## src/rtl/pio_pkg.sv

```systemverilog
package pio_pkg;
  localparam int unsigned ADDR_W = 2;
  localparam int unsigned N_REGS = 4;

  typedef enum logic [ADDR_W-1:0] {
    SEL_A_DATA = 2'd0,
    SEL_B_DATA = 2'd1,
    SEL_A_DIR  = 2'd2,
    SEL_B_DIR  = 2'd3
  } pio_sel_e;

  // open-drain pin: pull low only when output and data is 0
  function automatic logic od_pull(input logic dir, input logic dat);
    return dir & ~dat;
  endfunction

  // push-pull pin, optional timer takeover: returns {oe, value}
  function automatic logic [1:0] pp_drive(input logic dir, input logic dat,
                                          input logic take, input logic tmr);
    logic oe;
    logic val;
    oe  = dir | take;
    val = take ? tmr : dat;
    return {oe, val};
  endfunction
endpackage

```

## src/rtl/pio_store.sv

```systemverilog
module pio_store #(
  parameter int unsigned W   = 8,
  parameter int unsigned SEL = 0
) (
  input  logic                       clk,
  input  logic                       rst_n,
  input  logic                       wr_en,
  input  logic [pio_pkg::ADDR_W-1:0] addr,
  input  logic [W-1:0]               wr_data,
  output logic [W-1:0]               stored,
  output logic [W-1:0]               held
);
  logic hit;
  assign hit = wr_en && (addr == pio_pkg::ADDR_W'(SEL));

  always_ff @(posedge clk or negedge rst_n) begin
    if (!rst_n)   stored <= '0;
    else if (hit) stored <= wr_data;
  end

  // hold stage: pads see the value one cycle after the write lands
  always_ff @(posedge clk or negedge rst_n) begin
    if (!rst_n) held <= '0;
    else        held <= stored;
  end
endmodule

```

## src/rtl/pio_pad_drive.sv

```systemverilog
module pio_pad_drive #(
  parameter int unsigned W     = 8,
  parameter int unsigned N_OVR = 2
) (
  input  logic [W-1:0]     a_dat,
  input  logic [W-1:0]     a_dir,
  input  logic [W-1:0]     b_dat,
  input  logic [W-1:0]     b_dir,
  input  logic [N_OVR-1:0] ovr_en,
  input  logic [N_OVR-1:0] tmr_out,
  output logic [W-1:0]     pa_pd,
  output logic [W-1:0]     pb_oe,
  output logic [W-1:0]     pb_out
);
  import pio_pkg::*;
  localparam int unsigned OVR_BASE = W - N_OVR;

  for (genvar i = 0; i < W; i++) begin : g_bit
    assign pa_pd[i] = od_pull(a_dir[i], a_dat[i]);
    if (i >= OVR_BASE) begin : g_take
      logic [1:0] drv;
      assign drv       = pp_drive(b_dir[i], b_dat[i], ovr_en[i-OVR_BASE], tmr_out[i-OVR_BASE]);
      assign pb_oe[i]  = drv[1];
      assign pb_out[i] = drv[0];
    end else begin : g_plain
      logic [1:0] drv;
      assign drv       = pp_drive(b_dir[i], b_dat[i], 1'b0, 1'b0);
      assign pb_oe[i]  = drv[1];
      assign pb_out[i] = drv[0];
    end
  end
endmodule

```

## src/rtl/pio_sampler.sv

```systemverilog
module pio_sampler #(
  parameter int unsigned W = 8
) (
  input  logic         clk,
  input  logic [W-1:0] pa_in,
  input  logic [W-1:0] pb_in,
  output logic [W-1:0] pa_s,
  output logic [W-1:0] pb_s
);
  always_ff @(posedge clk) begin
    pa_s <= pa_in;
    pb_s <= pb_in;
  end
endmodule

```

## src/rtl/pio_port_pair.sv

```systemverilog
module pio_port_pair #(
  parameter int unsigned W     = 8,
  parameter int unsigned N_OVR = 2
) (
  input  logic             clk,
  input  logic             rst_n,
  input  logic             wr_en,
  input  logic [1:0]       addr,
  input  logic [W-1:0]     wr_data,
  output logic [W-1:0]     rd_data,
  input  logic [W-1:0]     pa_in,
  output logic [W-1:0]     pa_pd,
  input  logic [W-1:0]     pb_in,
  output logic [W-1:0]     pb_oe,
  output logic [W-1:0]     pb_out,
  input  logic [N_OVR-1:0] ovr_en,
  input  logic [N_OVR-1:0] tmr_out
);
  import pio_pkg::*;

  logic [W-1:0] stored [N_REGS];
  logic [W-1:0] held   [N_REGS];
  logic [W-1:0] pa_s, pb_s;

  for (genvar k = 0; k < N_REGS; k++) begin : g_reg
    pio_store #(.W(W), .SEL(k)) u_store (
      .clk(clk), .rst_n(rst_n), .wr_en(wr_en), .addr(addr),
      .wr_data(wr_data), .stored(stored[k]), .held(held[k])
    );
  end

  pio_pad_drive #(.W(W), .N_OVR(N_OVR)) u_drive (
    .a_dat(held[SEL_A_DATA]), .a_dir(held[SEL_A_DIR]),
    .b_dat(held[SEL_B_DATA]), .b_dir(held[SEL_B_DIR]),
    .ovr_en(ovr_en), .tmr_out(tmr_out),
    .pa_pd(pa_pd), .pb_oe(pb_oe), .pb_out(pb_out)
  );

  pio_sampler #(.W(W)) u_samp (
    .clk(clk), .pa_in(pa_in), .pb_in(pb_in), .pa_s(pa_s), .pb_s(pb_s)
  );

  always_comb begin
    case (pio_sel_e'(addr))
      SEL_A_DATA: rd_data = pa_s;
      SEL_B_DATA: rd_data = pb_s;
      SEL_A_DIR:  rd_data = stored[SEL_A_DIR];
      default:    rd_data = stored[SEL_B_DIR];
    endcase
  end
endmodule

```

## config.mk

```make
export PLATFORM = sky130hd
export DESIGN_NAME = pio_port_pair
export DESIGN_NICKNAME = d
export VERILOG_FILES = /design/src/rtl/pio_pkg.sv /design/src/rtl/pio_store.sv /design/src/rtl/pio_pad_drive.sv /design/src/rtl/pio_sampler.sv /design/src/rtl/pio_port_pair.sv
export SDC_FILE = /design/constraint.sdc
export NUM_CORES = 1
export LEC_CHECK = 0
export BUFFER_PORTS_ARGS = -buffer_cell sky130_fd_sc_hd__buf_4
export CORE_ASPECT_RATIO = 1.4
export CORE_MARGIN = 4
export CORE_UTILIZATION = 47
export DETAILED_ROUTE_END_ITERATION = 10
export GPL_ROUTABILITY_DRIVEN = 0
export PLACE_DENSITY = 0.81
export SLEW_MARGIN = 0
export SYNTH_ARGS = -nofsm -noshare
export SYNTH_HDL_FRONTEND = slang
export SYNTH_SLANG_ARGS = --single-unit
```

## constraint.sdc

```tcl
create_clock -name clk -period 0.8 [get_ports clk]
set_input_delay 0 -clock clk [delete_from_list [all_inputs] [get_ports clk]]
set_output_delay 0 -clock clk [all_outputs]
set_load 0.02 [all_outputs]
```

# After elaboration in Yosys (flattened, before gate mapping)
# Cells that the tools add are included.
[op_classes] addsub=0 multipliers=0 div_mod_pow=0 order_cmp=0 n_eq_ne=3 shift=0 n_mux=3 bitwise_logic=18 reduce_logical=5
[ops] op="8-bit case mux with 3 select lines" n=1
[ops] op="1-bit AND" n=8
[ops] op="1-bit inverter" n=8
[ops] op="2-bit equality test (second input constant)" n=2
[ops] op="1-bit logical AND" n=4
[ops] op="2-bit by 1-bit equality test with 1-bit output (second input constant)" n=1
[ops] op="2-bit zero test" n=1
[ops] op="1-bit two-way mux" n=2
[ops] op="1-bit bitwise OR" n=2
[totals] reg_bits=80 latchBits=0 ramBits=0 rom_bits=0 inputBits=33 output_inout_bits=32 elab_cells=39 n_memories=0

# Depth between registers and ports, before layout
[depth] ltp_word=2 depth_mapped=3 mapped_depth_nobuf=2

# By module
# A second synthesis with hierarchy kept.
[unflattened] hier_cells=150 hier_area_um2=2737.6
[by_module_without_submodules] module="pio_store (g_reg[1].u_store ...)" n_inst=2 cells_each=25 area_each_um2=510.5 seq_area_each_um2=400.4
[by_module_without_submodules] module="pio_store (g_reg[0].u_store)" n_inst=1 cells_each=25 area_each_um2=509.2 seq_area_each_um2=400.4
[by_module_without_submodules] module="pio_store (g_reg[3].u_store)" n_inst=1 cells_each=25 area_each_um2=508.0 seq_area_each_um2=400.4
[by_module_without_submodules] module="pio_sampler" n_inst=1 cells_each=16 area_each_um2=320.3 seq_area_each_um2=320.3
[by_module_without_submodules] module="pio_port_pair" n_inst=1 cells_each=10 area_each_um2=196.4 seq_area_each_um2=0.0
[by_module_without_submodules] module="pio_pad_drive" n_inst=1 cells_each=24 area_each_um2=182.7 seq_area_each_um2=0.0

# Least setup slack after synthesis
# No wires, ideal clock.
[synth_timing] path_kind="register to output" startpoint="register g_reg[2].u_store.stored[0]" endpoint="output rd_data[0]" arrival_ps=953 required_time_ps=800 slack_ps=-153 path_stages_with_launch=2 path_buffers=0 path_cell_list="dfrtp_1 -> mux4_1"
[synth_between] elab_chain_cells=1
[synth_lines] element="start: declaration" line="pio_store.sv:10" rtl="output logic [W-1:0] stored,"
[synth_lines] element="start signal: assignment" line="pio_store.sv:18" rtl="else if (hit) stored <= wr_data;"
[synth_lines] element="8-bit case mux with 3 select lines" line="pio_port_pair.sv:44" rtl="case (pio_sel_e'(addr))"
[synth_lines] element="end: declaration" line="pio_port_pair.sv:10" rtl="output logic [W-1:0] rd_data,"
# Every way passes these cells.

# Worst setup path in the final report
[layout_timing] startpoint="register g_reg[3].u_store.stored[2]" endpoint="output rd_data[2]"
[layout_between] elab_chain_cells=1
[layout_lines] element="start: declaration" line="pio_store.sv:10"
[layout_lines] element="start signal: assignment" line="pio_store.sv:18"
[layout_lines] element="8-bit case mux with 3 select lines" line="pio_port_pair.sv:44"
# Every way passes these cells.

==> flow_summary.ini <==
[worst_setup_path]
critical_path_class = reg -> out
path_max_fanout = 2
cpLargestDelayFamily = multiplexers
critPathCaptureType = primary output
r2r-end = g_reg[3].u_store.stored[1]
rr_startpoint = g_reg[3].u_store.stored[1]
path_buf_inv = 1
worstPathArrival_ps = 1380
slowest_delay_ps = 490
reg2reg_depth = 3
worstSetupStartpointType = register
ff2ff_setup_slack_ps = -190
cpMaxStageDelayCell = mux4_2
cp_cell_sequence = mux4_2 -> buf_6
cp.required_ps = 800

[synth]
synth_edf_count = 0
avgSynthCellArea_um2 = 18.1
syn_area_um2 = 2720
synthArstFlopShare = 0.800
ys_seq_elements = 80
syn_inst = 150
synth_seq_area_share = 0.708
yosysMostFrequentCell = dfrtp_1
yosys-top-cells-area = dfrtp_1 59%, mux2_2 14%, dfxtp_1 12%
yosysWarningCount = 0
synthTopCellsByCount = 64 x dfrtp_1, 34 x mux2_2, 16 x dfxtp_1
synth_largest_area_cell = dfrtp_1
synth_cell_types = 12
synth_nets = 183
synth_top_cell_area_share = 0.590
synth_ff_type = dfrtp_1

[layout]
drive_above_1_share = 0.584
syn_to_final_growth_pct = 51.5
insertedDiodeCount = 0
utilization = 0.739
nNetsFinal = 297
final_area_um2 = 4110

[timing]
hold_viol = 0
setup_slack_ps = -579
min_period_ps = 1380
rsz0062_at_grt = true
period_share = 1.72
fin_worst_skew_ps = 10.2
setup_viol = 44
worst_slew_pin_slew_ps = 342
drv_slew = 0
fmax_mhz = 725
slew-limit-headroom = 0.772
fin_setup_tns_ps = -9040

[cts]
cts_root_buffer = clkbuf_8
htree_levels = 3
clock_sinks = 80
clk_latency_ps = 350
cts_inserted_buffers = 9
clkSlewWorstSetupHoldPaths_ps = 90
clk_path_buf_depth = 2
cts_tree = built

[outcome]
outcome = finished with violations
violations = setup timing

[placed_design]
dpl_cell_area_um2 = 3320
pre_cts_ws_ps = -225
port_buffers = 64
dp_hpwl_um = 3490

[global_route]
grtUsageTotal = 0.176
overflow = 0
grt_pass1_wl_um = 9250
first_global_vias = 1799
grt_max_degree = 65
antenna_found_initial = 0

[detailed_routing]
drt_wl_total_um = 5560
vias = 1594
via_per_inst = 4.73
antenna_left = 0
drtIter0Drc = 38
drt-pass1-iter-count = 4
drc_errors = 0
routedWlPerCell_um = 16.5

[die]
core_um2 = 5570
rows = 32
die_y_um = 97.9
fp.dieArea_um2 = 7070
die_x_um = 72.2
initial_utilization = 0.488
ios = 65

[pwr]
powerDensity_nw_per_um2 = 2660
power_mw = 10.9
p_leak_nw = 1.93
ir_worst_vdd_v = 0.00170

[hold_path]
hp-class = in -> async

[job]
cap_violations = 0
-- metal layers --
layer | up-vias | wire, µm | global-route usage
li1 | 739 | - | -
met1 | 806 | 2170 | 0.210
met2 | 39 | 3020 | 0.287
met3 | 10 | 227 | 0.0474
met4 | 0 | 136 | 0.0897
met5 | - | 0 | 0
-- worst reg2reg max path, delay by kind of cell (launching register included) --
kind	cells	cell delay, ps
flip-flops	1	400
multiplexers	1	250
buffers and inverters	2	220
-- stage by stage --
stage               std cells  hold WS [ps]
floorplan                 150          -296
global placement          284          16.1
detailed placement        284          16.2
CTS                       330           182
global route              337           224
finish                    337           195
-- layout by cell type (no fill, tap or decap), types with 2 or more instances in the layout --
| cell | Yosys | final |
|---|---|---|
| dlygate4sd3_1 | 0 | 25 |
| mux2_4 | 0 | 16 |
| mux2_2 | 34 | 18 |
| or2_4 | 0 | 2 |
| buf_6 | 1 | 39 |
| buf_12 | 0 | 2 |
| nand3b_2 | 2 | 2 |
| dfrtp_1 | 64 | 64 |
| mux4_2 | 6 | 8 |
| bufinv_16 | 0 | 3 |
| clkbuf_8 | 0 | 9 |
| dfxtp_1 | 16 | 16 |
| nor2b_1 | 8 | 6 |
| buf_4 | 13 | 51 |
-- layout make-up --
type | count | area [µm²]
sequential | 80 | 1920
fill | 333 | 1450
timing repair buffer | 117 | 1110
multi-input combinational | 56 | 752
clock buffer | 10 | 128
clock inverter | 6 | 115
tap | 68 | 85.1
-- where the power goes --
part	internal [mW]	switching [mW]	leakage (nW)
logic	1.50	0.939	0.924
registers	4.68	0.307	0.892
clock network	2.09	1.42	0.117
total	8.28	2.66	1.93
-- flip-flops by register name, indices dropped and copies added, names as in the netlist --
register,cells
g.u_store.stored,32
g.u_store.held,32
u_samp.pb_s,8
u_samp.pa_s,8
-- worst max-delay path by stage --
stage / start / endpoint / slack [ps] / depth (start not counted)
2_1_floorplan: g_reg[3].u_store.stored[0] / rd_data[0] / -90 / 1
3_3_place_gp: g_reg[3].u_store.stored[5] / rd_data[5] / -220 / 2
3_5_place_dp: g_reg[3].u_store.stored[2] / rd_data[2] / -230 / 2
4_1_cts: g_reg[3].u_store.stored[3] / rd_data[3] / -600 / 2
5_1_grt: g_reg[3].u_store.stored[3] / rd_data[3] / -620 / 2
6_report: g_reg[3].u_store.stored[2] / rd_data[2] / -580 / 2
-- cells by family (layout without fill, tap and decap cells) --
family | Yosys count | after routing | share of synthesized area
muxes | 42 | 42 | 0.210
buffers and inverters | 14 | 133 | 0.0401
DFF | 80 | 80 | 0.708
and+or+nand+nor | 14 | 14 | 0.0419
-- what timing repair did --
| item | in CTS | in global routing |
|---|---|---|
| buffers inserted | 6 | 9 |
| hold buffers | 25 | 0 |
| setup endpoints to repair | 39 | 45 |
| resized for setup | 44 | 12 |
| endpoints found under the hold margin | 112 | 0 |
Note: power is estimated with default switching activity, not from simulation.
